### src/rtl/rtt_pkg.sv
package rtt_pkg;
   typedef struct packed {
      logic rise;
      logic fall;
   } rtt_edges_t;

   // Picks the qualifying edge for the chosen sensitivity.
   function automatic logic rtt_edge_match(rtt_edges_t e, logic both, logic rise_sel);
      if (both) return e.rise | e.fall;
      return rise_sel ? e.rise : e.fall;
   endfunction
endpackage

### src/rtl/rtt_pin_sync.sv
module rtt_pin_sync
   import rtt_pkg::*;
#(
   parameter int STAGES = 2
) (
   input  logic       clk,
   input  logic       rst_n,
   input  logic       pin_in,
   output rtt_edges_t edges
);
   if (STAGES < 2) begin : g_bad_stages
      $error("rtt_pin_sync: STAGES must be at least 2");
   end

   // chain[STAGES-1:0] are the synchroniser flops, chain[STAGES] the previous sample.
   logic [STAGES:0] chain;

   always_ff @(posedge clk or negedge rst_n) begin
      if (!rst_n) chain <= '0;
      else        chain <= {chain[STAGES-1:0], pin_in};
   end

   assign edges.rise =  chain[STAGES-1] & ~chain[STAGES];
   assign edges.fall = ~chain[STAGES-1] &  chain[STAGES];
endmodule

### src/rtl/rtt_start_latch.sv
module rtt_start_latch (
   input  logic clk,
   input  logic rst_n,
   input  logic pin_en,
   input  logic hit,
   input  logic stop,
   output logic armed
);
   always_ff @(posedge clk or negedge rst_n) begin
      if (!rst_n)       armed <= 1'b0;
      else if (!pin_en) armed <= 1'b0;
      else if (stop)    armed <= 1'b0;
      else if (hit)     armed <= 1'b1;
   end
endmodule

### src/rtl/rtt_down_counter.sv
module rtt_down_counter #(
   parameter int CNT_W = 8
) (
   input  logic             clk,
   input  logic             rst_n,
   input  logic             run_en,
   input  logic             cnt_en,
   input  logic             wr_both,
   input  logic             wr_reload,
   input  logic [CNT_W-1:0] wr_data,
   output logic [CNT_W-1:0] count_q,
   output logic             underflow
);
   localparam logic [CNT_W-1:0] ONE = {{(CNT_W-1){1'b0}}, 1'b1};

   logic [CNT_W-1:0] reload_q;
   logic             load_ok;

   assign load_ok   = wr_both & ~run_en;
   assign underflow = cnt_en & (count_q == '0);

   always_ff @(posedge clk or negedge rst_n) begin
      if (!rst_n)                     reload_q <= '0;
      else if (load_ok || wr_reload)  reload_q <= wr_data;
   end

   always_ff @(posedge clk or negedge rst_n) begin
      if (!rst_n)         count_q <= '0;
      else if (load_ok)   count_q <= wr_data;
      else if (underflow) count_q <= reload_q;
      else if (cnt_en)    count_q <= count_q - ONE;
   end
endmodule

### src/rtl/rtt_irq_flag.sv
module rtt_irq_flag (
   input  logic clk,
   input  logic rst_n,
   input  logic set,
   input  logic clr,
   output logic flag
);
   always_ff @(posedge clk or negedge rst_n) begin
      if (!rst_n)   flag <= 1'b0;
      else if (set) flag <= 1'b1;
      else if (clr) flag <= 1'b0;
   end
endmodule

### src/rtl/reload_trig_timer.sv
module reload_trig_timer
   import rtt_pkg::*;
#(
   parameter int CNT_W       = 8,
   parameter int SYNC_STAGES = 2
) (
   input  logic             clk,
   input  logic             rst_n,
   input  logic             wr_both,
   input  logic             wr_reload,
   input  logic [CNT_W-1:0] wr_data,
   input  logic             run_en,
   input  logic             trig_sel,
   input  logic             pin_en,
   input  logic             edge_both,
   input  logic             edge_rise,
   input  logic             auto_stop,
   input  logic             tick,
   input  logic             pin_in,
   input  logic             irq_take,
   input  logic             skip_take,
   output logic [CNT_W-1:0] count_q,
   output logic             irq_flag
);
   if (CNT_W < 2 || CNT_W > 32) begin : g_bad_width
      $error("reload_trig_timer: CNT_W must lie in 2..32");
   end

   rtt_edges_t edges;
   logic       hit, armed, gate_open, cnt_en, underflow, stop;

   rtt_pin_sync #(.STAGES(SYNC_STAGES)) u_sync (
      .clk(clk), .rst_n(rst_n), .pin_in(pin_in), .edges(edges)
   );

   assign hit       = pin_en & rtt_edge_match(edges, edge_both, edge_rise);
   assign gate_open = ~trig_sel | armed;
   assign cnt_en    = run_en & tick & gate_open;
   assign stop      = underflow & auto_stop & trig_sel;

   rtt_start_latch u_latch (
      .clk(clk), .rst_n(rst_n), .pin_en(pin_en), .hit(hit), .stop(stop), .armed(armed)
   );

   rtt_down_counter #(.CNT_W(CNT_W)) u_cnt (
      .clk(clk), .rst_n(rst_n), .run_en(run_en), .cnt_en(cnt_en),
      .wr_both(wr_both), .wr_reload(wr_reload), .wr_data(wr_data),
      .count_q(count_q), .underflow(underflow)
   );

   rtt_irq_flag u_flag (
      .clk(clk), .rst_n(rst_n), .set(underflow), .clr(irq_take | skip_take), .flag(irq_flag)
   );
endmodule

### config.mk
export PLATFORM = sky130hd
export DESIGN_NAME = reload_trig_timer
export DESIGN_NICKNAME = d
export VERILOG_FILES = /design/src/rtl/rtt_pkg.sv /design/src/rtl/rtt_pin_sync.sv /design/src/rtl/rtt_start_latch.sv /design/src/rtl/rtt_down_counter.sv /design/src/rtl/rtt_irq_flag.sv /design/src/rtl/reload_trig_timer.sv
export SDC_FILE = /design/constraint.sdc
export NUM_CORES = 1
export LEC_CHECK = 0
export BUFFER_PORTS_ARGS = -buffer_cell sky130_fd_sc_hd__buf_2
export CORE_AREA = 2 2 53 55
export CTS_CLUSTER_SIZE = 8
export DETAILED_ROUTE_END_ITERATION = 8
export DIE_AREA = 0 0 55 57
export PLACE_DENSITY = 0.8
export SLEW_MARGIN = 20
export SYNTH_ARGS = -nofsm -noshare
export SYNTH_HDL_FRONTEND = slang
export SYNTH_HIERARCHICAL = 1
export SYNTH_SLANG_ARGS = --single-unit
### constraint.sdc
create_clock -name clk -period 1.8 [get_ports clk]
set_clock_uncertainty 0.1 [all_clocks]
set_input_delay 0.54 -clock clk [delete_from_list [all_inputs] [get_ports clk]]
set_output_delay 0.54 -clock clk [all_outputs]
set_load 0.1 [all_outputs]
Word-level counts from Yosys, hierarchy flattened --
Index checks and enable logic that the tools add are counted. Widths: inputs -> output; s select.
Operators by class: reductions and logical operators 4, equal/unequal tests 1, multiplexer cells 12, bitwise gates (word level) 16, $add $sub $neg 1
Operators by type and width (count):
- $mux 8 | 3
- $and 1x1->1 | 9
- $mux 1 | 9
- $logic_not 8->1 | 1
- $sub 8x1->8 const B | 1
- $not 1->1 | 4
- $ne 3x1->1 const B | 1
- $or 1x1->1 | 3
- $reduce_bool 3->1 | 1
- $reduce_bool 2->1 | 1
- $logic_or 1x1->1 | 1
Word-level totals: bits in registers 21

Longest topological paths before layout --
Gate-level depths: netlist (run 1).
word-level depth 9, mapped depth 8

By module --
Netlist (run 1), hierarchy kept.
By module, submodules not included:
- rtt_down_counter | cells an instance 89, times used 1, area an instance 925.9 sq um, seq. area each 400.4 sq um
- rtt_pin_sync | cells an instance 5, times used 1, area an instance 90.1 sq um, seq. area each 75.1 sq um
- reload_trig_timer | cells an instance 8, times used 1, area an instance 50.0 sq um, seq. area each 0.0 sq um
- rtt_start_latch | cells an instance 3, times used 1, area an instance 41.3 sq um, seq. area each 25.0 sq um
- rtt_irq_flag | cells an instance 3, times used 1, area an instance 36.3 sq um, seq. area each 25.0 sq um

Worst setup path before layout (run 1) --
OpenSTA, ideal clock, no wires.
path kind reg2reg, from register u_cnt.count_q[0], to register u_cnt.count_q[7], buffers on the path 0, stages on the path, launching flop included 7, path slack -550 ps, data arrival time 2116 ps, period minus slack after synthesis 2350 ps, cell sequence dfrtp_1 -> inv_1 -> ha_1 -> nand4bb_1 -> mux2_2 -> a31oi_1 -> o31ai_1
On the way: cells in the longest elaborated chain, start to end 4
Ends and longest elaborated chain:
- start, declared | line rtt_down_counter.sv:11 | output logic [CNT_W-1:0] count_q,
- start signal, assigned | line rtt_down_counter.sv:29 | else if (load_ok) count_q <= wr_data;
- start signal, assigned | line rtt_down_counter.sv:30 | else if (underflow) count_q <= reload_q;
- start signal, assigned | line rtt_down_counter.sv:31 | else if (cnt_en) count_q <= count_q - ONE;
- $sub 8x1->8 / $logic_not 8->1 (equally long branches) | line rtt_down_counter.sv:31, rtt_down_counter.sv:20
- $mux 8 / $and 1x1->1 (equally long branches) | line rtt_down_counter.sv:31, rtt_down_counter.sv:20
- $mux 8 | line rtt_down_counter.sv:30
- $mux 8 | line rtt_down_counter.sv:29
Parallel ways exist; a longest one is shown, timed or not. The select of a mux whose other input is x is not followed. A chain may end at the register's enable or synchronous reset.

Worst setup path after layout (run 1) --
from register u_cnt.count_q[5], to register u_cnt.count_q[5]
The elaborated chain is that of the path after synthesis.

==> run metrics, run 1 <==
status finished, violations left; failing checks setup timing; Final Hold Viols 0; Initial DRC Count 32; Post-Place Cells 182; Initial Util 43.7%; Syn-to-layout area delta 50.9%; Net count, final 182; TritonCTS clock tree built; crit path DAT 2010 ps; worst-path fanout max 9; power per cell area 961 nW/um^2; worst setup margin -111 ps; dpl ws -260 ps; Multi-input gate area 674 sq um; Setup crit end kind register; H-tree depth 1; Post-DP HPWL 2.30 mm; Max Clock Freq 523 MHz; drt drc 0; Longest Clk Path Bufs 2; Die ar. 3140 sq um; Core Area 2620 sq um; register bit total from synthesis 21; maxcap violations 0; Clock Pin Slew Worst Setup and Hold Paths 110 ps; Yosys warnings 6; first-pass GRT wire length 5.13 mm; final WL 3.44 mm; DR vias/cell 5.84; Least-Margin Pin Slew 671 ps; Die Y 57 microns; Final Hold Slack 59.6 ps; Gate Count Post-Synth 108; Setup crit start kind register; max-slew violations 0; Setup CP Type reg -> reg; Lkg Pwr 0.753 nW; clock buffers created by TritonCTS 3; # diodes 0; syn_area_per_cell 10.6 sq um; register area 546 sq um; Synth Net Count 132; Finished Core Util 66.0%; Top Ports 31; final std cells w/o fill 188; grt ovf 0; Peak supply drop 0.000717 V; FP Rows 19; CTS Sinks 21; Final setup viols 8; DR pass1 iterations 4; number of fillers in the final layout 195; Port Buffers 30; Tcrit/Tclk final 106%; Root Buffer clkbuf_4; RSZ-0062 raised after global routing true; largest net degree at the start of global routing 22; relative slew slack 55.1%; vias in the first global route 1,082; share of layout cells above drive strength 1 57.3%; placer congestion estimate 0.913; Distinct cells, synth 40; part of the Yosys area used for sequential elements 46.0%; Avg WL per Cell 18.3 microns; Clock Latency Late Sink 310 ps; die width 55 microns; Hold/Removal Path Class in -> async; ANT nets after route 0; GR Util All Layers 23.2%; Final min period 1910 ps; Post-Syn Area 1140 sq um; initial antenna violation count 0; CP required 1900 ps; via count 1,097
## cell type report
type                            count  share of cell area, %
Sequential cell                    21                   31.6
Multi-Input combinational cell     79                   39.1
Inverter                            5                   1.38
Tap cell                           31                   2.25
Timing Repair Buffer               48                   24.1
Clock buffer                        4                   1.52
## cell usage after synthesis (all sizes together)
library cell | number | area share, %
nor3 | 1 | 0.44
or4 | 2 | 1.6
o21a | 1 | 0.66
and2b | 1 | 0.77
nand2b | 2 | 1.1
nor4 | 1 | 0.55
a21o | 1 | 0.66
a21oi | 6 | 2.6
o31ai | 3 | 2.4
nand4bb | 1 | 0.98
o21ai | 16 | 7.0
ha | 2 | 2.2
xnor2 | 2 | 1.5
or3b | 1 | 0.77
nor2 | 3 | 0.98
mux2i | 1 | 0.88
or3 | 3 | 2.2
o211ai | 1 | 0.66
o31a | 1 | 0.88
o22ai | 2 | 1.1
clkbuf | 2 | 0.66
nand2 | 3 | 0.98
mux2 | 9 | 8.9
and4 | 1 | 0.77
or2 | 2 | 1.1
inv | 5 | 1.6
nor3b | 6 | 4.4
and3 | 2 | 1.5
buf | 1 | 0.98
nor2b | 2 | 1.1
a31oi | 2 | 1.1
dfrtp | 21 | 46
o221a | 1 | 0.98
## registers in the layout, summed over array words and instances (netlist names)
| signal | count |
|---|---|
| u_cnt/reload_q | 8 |
| u_flag/flag | 1 |
| u_sync/chain | 3 |
| u_latch/armed | 1 |
| u_cnt/count_q | 8 |
## cell usage in the layout (no fill, tap or decap), types with 2 or more instances in the layout
cell,n
nor2_1,3
o21ai_0,6
dfrtp_1,13
buf_12,8
inv_4,2
mux2_2,9
or4_4,2
buf_6,3
clkbuf_4,3
ha_4,2
o22ai_2,2
nor3b_1,5
dfrtp_4,4
buf_4,15
nand2b_1,2
a31oi_1,2
o21ai_1,9
nand2_1,3
a21oi_1,6
inv_1,2
dfrtp_2,4
buf_2,22
o31ai_1,2
nor2b_1,2
## kinds of logic (layout without fill, tap and decap cells)
logic type / Yosys count / count (layout) / synth area share, %
AO/OA/AOI/OAI: 34 / 34 / 18.1
flip-flops: 21 / 21 / 46.0
multiplexers: 10 / 10 / 9.74
XOR/XNOR: 2 / 2 / 1.53
buffers and inverters: 8 / 57 / 3.28
adder cells (fa/ha/maj): 2 / 2 / 2.19
AND/OR/NAND/NOR: 31 / 31 / 19.3
## through the flow
stage / setup TNS (ps) / instance area [sq um] / power, mW
2_1_floorplan: -2000 / 1170 / 1.01
3_3_place_gp: -1680 / 1580 / 1.30
3_5_place_dp: -2910 / 1580 / 1.33
4_1_cts: -238 / 1640 / 1.59
5_1_grt: -838 / 1730 / 1.73
6_report: -515 / 1730 / 1.66
## where the power goes
group	internal, mW	leakage, nW	switching, mW	total (mW)
registers	0.538	0.244	0.0459	0.584
logic	0.360	0.494	0.487	0.847
clock network	0.0866	0.0150	0.141	0.228
## what timing repair did
action | CTS | global route
buffers inserted | 1 | 1
endpoints found under the hold margin | 0 | 0
pin swaps | 3 | 6
setup endpoints to repair | 9 | 11
gates resized for setup | 14 | 15
hold buffers | 0 | 0
## path summary, 6_finish.rpt
| check | slack, ps | cells past startpoint | endpoint | from |
|---|---|---|---|---|
| worst max-delay path | -110 | 4 | u_cnt/count_q[5]$_DFFE_PN0P_ | u_cnt/count_q[5]$_DFFE_PN0P_ |
| worst min-delay path | 60 | 1 | u_cnt/count_q[5]$_DFFE_PN0P_ | rst_n |
| worst max register to register | -110 | 4 | u_cnt/count_q[5]$_DFFE_PN0P_ | u_cnt/count_q[5]$_DFFE_PN0P_ |
| worst min register to register | 260 | 0 | u_sync/chain[1]$_DFF_PN0_ | u_sync/chain[0]$_DFF_PN0_ |
| max in group asynchronous | 1190 | 1 | u_cnt/count_q[0]$_DFFE_PN0P_ | rst_n |
| min in group clk | 230 | 1 | u_sync/chain[0]$_DFF_PN0_ | pin_in |
## worst max-delay path, stage by stage, from the launching register on
cell     delay, ps
dfrtp_4        490
or4_4          560
or2_4          310
nor2_1         230
o31ai_4        100
## per-layer routing
layer | GRT usage (%) | up-vias | share of wire [%]
met5 | 0 | - | 0
met4 | 16.4 | 0 | 5.3
met3 | 3.40 | 15 | 3.8
met2 | 35.0 | 41 | 50
met1 | 29.8 | 543 | 41
li1 | - | 498 | -
No activity file was read; power rests on OpenSTA's default activity.
==> run 2: changes to the inputs <==
--- a/config.mk
+++ b/config.mk
@@ -11,7 +11,7 @@
 export DETAILED_ROUTE_END_ITERATION = 8
 export DIE_AREA = 0 0 55 57
 export PLACE_DENSITY = 0.8
-export SLEW_MARGIN = 20
+export SLEW_MARGIN = 30
 export SYNTH_ARGS = -nofsm -noshare
 export SYNTH_HDL_FRONTEND = slang
 export SYNTH_HIERARCHICAL = 1
==> constraint.sdc (replaced) <==
create_clock -name clk -period 1.8 [get_ports clk]
set_clock_uncertainty 0.1 [all_clocks]
set_input_delay 0.36 -clock clk [delete_from_list [all_inputs] [get_ports clk]]
set_output_delay 0.36 -clock clk [all_outputs]
set_load 0.1 [all_outputs]
==> run metrics, run 2 (same netlist as run 1, synthesis figures left out) <==
status finished, violations left; failing checks setup timing; met1 usage in global routing 28.1%; Final setup viols 4; Finished Core Util 62.3%; Avg WL per Cell 17.2 microns; Setup crit start kind register; drt drc 0; Tcrit/Tclk final 107%; Clock Latency Late Sink 310 ps; most common cell after layout, fill and taps aside buf_2; final total power 1.53 mW; Net count, final 189; grt ovf 0; maxcap violations 0; Post-Place Cells 185; share of layout cells above drive strength 1 58.5%; Final Hold Viols 0; placer congestion estimate 0.869; CTS Sinks 21; max-slew violations 0; Peak supply drop 0.000628 V; Root Buffer clkbuf_4; Fin Setup TNS -367 ps; crit path DAT 2050 ps; GR Util All Layers 22.6%; Final min period 1930 ps; met2 usage 37.6%; FP Rows 19; Max Clock Freq 518 MHz; Longest Clk Path Bufs 2; H-tree depth 1; post-route cell area 1630 sq um; vias in the first global route 1,163; final std cells w/o fill 195; TritonCTS clock tree built; Final Hold Slack 42.2 ps; Setup crit end kind register; Lkg Pwr 0.736 nW; via count 1,124; # diodes 0; Top Ports 31; first-pass GRT wire length 5.11 mm; relative slew slack 45.8%; worst setup margin -129 ps; initial antenna violation count 0; CP required 1920 ps; hold path start pin_in; worst setup path startpoint u_cnt/count_q[1]$_DFFE_PN0P_; final WL 3.36 mm; DR pass1 iterations 4; layer with the highest usage met2; dpl cell area 1480 sq um; Hold/Removal Path Class in -> reg; Reg2Reg Launch Point u_cnt/count_q[1]$_DFFE_PN0P_; commonest non-fill, non-tap cells in the layout buf_2 (26), buf_4 (22), dfrtp_1 (13); dpl ws -204 ps; clock buffers created by TritonCTS 3; Port Buffers 30; largest net degree at the start of global routing 22; Die ar. 3140 sq um; Syn-to-layout area delta 42.6%; Least-Margin Pin Slew 810 ps; power per cell area 939 nW/um^2; Initial DRC Count 67; Clock Pin Slew Worst Setup and Hold Paths 120 ps; Initial Util 43.7%; leading registers by flop count u_cnt/count_q x8, u_cnt/reload_q x8, u_sync/chain x3; Setup CP Type reg -> reg; ANT nets after route 0; DR vias/cell 5.76; die width 55 microns; RSZ-0062 raised after global routing true; Die Y 57 microns; Core Area 2620 sq um; Post-DP HPWL 2.16 mm; worst-path fanout max 3; met3 Track Usage GR 2.36%
-- run 2: worst paths after layout --
| check | to | cells after the start | slack, ps |
|---|---|---|---|
| setup / recovery | u_cnt/count_q[5]$_DFFE_PN0P_ | 4 | -130 |
| hold / removal | u_sync/chain[0]$_DFF_PN0_ | 1 | 40 |
| setup reg to reg | u_cnt/count_q[5]$_DFFE_PN0P_ | 4 | -130 |
| hold reg to reg | u_sync/chain[1]$_DFF_PN0_ | 0 | 280 |
| max in group asynchronous | u_cnt/count_q[6]$_DFFE_PN0P_ | 2 | 820 |
| min in group asynchronous | u_flag/flag$_DFFE_PN0P_ | 2 | 420 |
-- run 2: cell type report --
class / count / area [sq um]
Fill cell: 209 / 985
Multi-Input combinational cell: 80 / 648
Sequential cell: 21 / 546
Timing Repair Buffer: 54 / 347
Tap cell: 31 / 38.8
Clock buffer: 3 / 22.5
Inverter: 5 / 21.3
Clock inverter: 1 / 7.51
-- run 2: critical path: stages, from the launching register on --
cell     delay, ps
dfrtp_4        500
or4_4          560
or3_4          340
and3_4         160
o31ai_4        180
-- run 2: power by group --
| group | internal (mW) | switching [mW] |
|---|---|---|
| combinational | 0.260 | 0.447 |
| sequential | 0.538 | 0.0464 |
| clock | 0.0848 | 0.154 |
| total | 0.883 | 0.648 |
-- run 2: metal layers --
layer	wire length, microns	vias up
met5	0	-
met4	61	0
met3	228	6
met2	1760	55
met1	1300	551
li1	-	512
-- run 2: what timing repair did --
| item | 4_1_cts | 5_1_grt |
|---|---|---|
| endpoints found under the setup margin | 10 | 13 |
| resized for setup | 8 | 17 |
| setup buffers | 2 | 2 |
| endpoints found under the hold margin | 21 | 0 |
| pin swaps | 3 | 5 |
| hold buffers | 1 | 0 |
| cloned | 1 | 0 |
==> run 3: changes to the inputs <==
--- a/config.mk
+++ b/config.mk
@@ -10,7 +10,8 @@
 export CTS_CLUSTER_SIZE = 8
 export DETAILED_ROUTE_END_ITERATION = 8
 export DIE_AREA = 0 0 55 57
-export PLACE_DENSITY = 0.8
+export PLACE_DENSITY = 0.73
+export REMOVE_ABC_BUFFERS = 1
 export SLEW_MARGIN = 30
 export SYNTH_ARGS = -nofsm -noshare
 export SYNTH_HDL_FRONTEND = slang
==> run metrics, run 3 (same netlist as run 1, synthesis figures left out) <==
H-tree depth 1; sequential share of power 37.5%; vias in the first global route 1,138; Int Pwr 0.870 mW; Psw 0.649 mW; CP cell instances or4_4 -> or3_4 -> and3_4 -> o31ai_4; relative slew slack 48.1%; GR Util All Layers 21.0%; Final Hold Viols 0; ANT nets after route 0; register area 528 sq um; Reg2Reg Launch Point u_cnt/count_q[2]$_DFFE_PN0P_; TritonCTS clock tree built; Multi-input gate area 654 sq um; worst-path fanout max 2; Fin Setup TNS -21.6 ps; post-route cell area 1610 sq um; R2R Setup Slk -20 ps; power per cell area 942 nW/um^2; reg-to-reg endpoint u_cnt/count_q[5]$_DFFE_PN0P_; Avg WL per Cell 16.1 microns; Max Clock Freq 550 MHz; final std cells w/o fill 193; Root Buffer clkbuf_4; dpl cell area 1440 sq um; Final setup viols 2; CP endpoint u_cnt/count_q[5]$_DFFE_PN0P_; most common cell after layout, fill and taps aside buf_2; failing checks setup timing; Longest Clk Path Bufs 2; clock share of power 15.5%; DR pass1 iterations 4; CTS Sinks 21; Least-Margin Pin Slew 776 ps; Syn-to-layout area delta 40.9%; Initial Util 43.7%; Post-DP HPWL 2.13 mm; maxcap violations 0; FP Rows 19; Register-to-Register Path Depth 4; Lkg Pwr 0.742 nW; commonest non-fill, non-tap cells in the layout buf_2 (28), buf_4 (19), dfrtp_1 (19); share of layout cells above drive strength 1 53.1%; first-pass GRT wire length 4.86 mm; Setup CP Type reg -> reg; Logic pwr share 47.0%; slowest stage delay, CP 540 ps; dpl ws -130 ps; final WL 3.11 mm; Die ar. 3140 sq um; DR vias/cell 5.68; Peak supply drop 0.000601 V; worst setup path startpoint u_cnt/count_q[2]$_DFFE_PN0P_; grt ovf 0; RSZ-0062 raised after global routing true; # diodes 0; clock buffers created by TritonCTS 3; Clock Pin Slew Worst Setup and Hold Paths 130 ps; final total power 1.52 mW; Net count, final 187; drt drc 0; Slowest cell on crit path or4_4; max-slew violations 0; Post-Place Cells 183; Initial DRC Count 24; Port Buffers 30; worst setup margin -19.5 ps; crit path DAT 1960 ps; Tcrit/Tclk final 101%; Finished Core Util 61.6%; Setup crit start kind register; die width 55 microns; status finished, violations left; Final min period 1820 ps; largest net degree at the start of global routing 22; Hold/Removal Path Class in -> reg; Final Hold Slack 51.0 ps; number of fillers in the final layout 224; switch share 42.7%; Setup crit end kind register; initial antenna violation count 0; placer congestion estimate 0.889; Clock Latency Late Sink 320 ps; via count 1,096; CP required 1940 ps; Core Area 2620 sq um; leading registers by flop count u_cnt/count_q x8, u_cnt/reload_q x8, u_sync/chain x3; Die Y 57 microns; Top Ports 31
run 3: critical path: cells and delay by family (launching register included):
kind | cells | cell delay (ps)
compound gates | 1 | 160
flops | 1 | 410
simple gates | 3 | 1080
run 3: layer usage:
| layer | part of all wire (%) | track usage [%] | up-vias |
|---|---|---|---|
| met4 | 1.1 | 7.32 | 0 |
| met1 | 39 | 26.5 | 536 |
| met2 | 54 | 35.7 | 45 |
| met3 | 5.7 | 3.14 | 5 |
| met5 | 0 | 0 | - |
| li1 | - | - | 510 |
run 3: layout make-up:
type                            instances  area share [%]
Clock buffer                            3            1.40
Clock inverter                          1           0.311
Inverter                                5            1.32
Multi-Input combinational cell         79            40.6
Sequential cell                        21            32.8
Tap cell                               31            2.41
Timing Repair Buffer                   53            21.2
run 3: worst min path at each step:
stage	slack [ps]	from	end	depth (start not counted)
2_1_floorplan	-40	rst_n	u_cnt/count_q[0]$_DFFE_PN0P_	0
3_3_place_gp	230	u_sync/chain[0]$_DFF_PN0_	u_sync/chain[1]$_DFF_PN0_	0
3_5_place_dp	250	rst_n	u_cnt/reload_q[1]$_DFFE_PN0P_	1
4_1_cts	50	pin_in	u_sync/chain[0]$_DFF_PN0_	1
5_1_grt	40	pin_in	u_sync/chain[0]$_DFF_PN0_	1
6_report	50	pin_in	u_sync/chain[0]$_DFF_PN0_	1
run 3: power by group through the flow:
stage | registers (mW) | clock network, mW | logic (mW)
2_1_floorplan | 0.809 | 0 | 0.180
5_1_grt | 0.576 | 0.260 | 0.754
3_3_place_gp | 0.565 | 0 | 0.606
4_1_cts | 0.564 | 0.241 | 0.646
3_5_place_dp | 0.572 | 0 | 0.618
6_report | 0.569 | 0.236 | 0.714
run 3: what timing repair did:
item | 4_1_cts | 5_1_grt
setup buffers | 4 | 1
resized for setup | 7 | 26
endpoints found under the setup margin | 8 | 10
pin swaps | 3 | 9
hold buffers | 1 | 0
hold endpoints to repair | 21 | 0
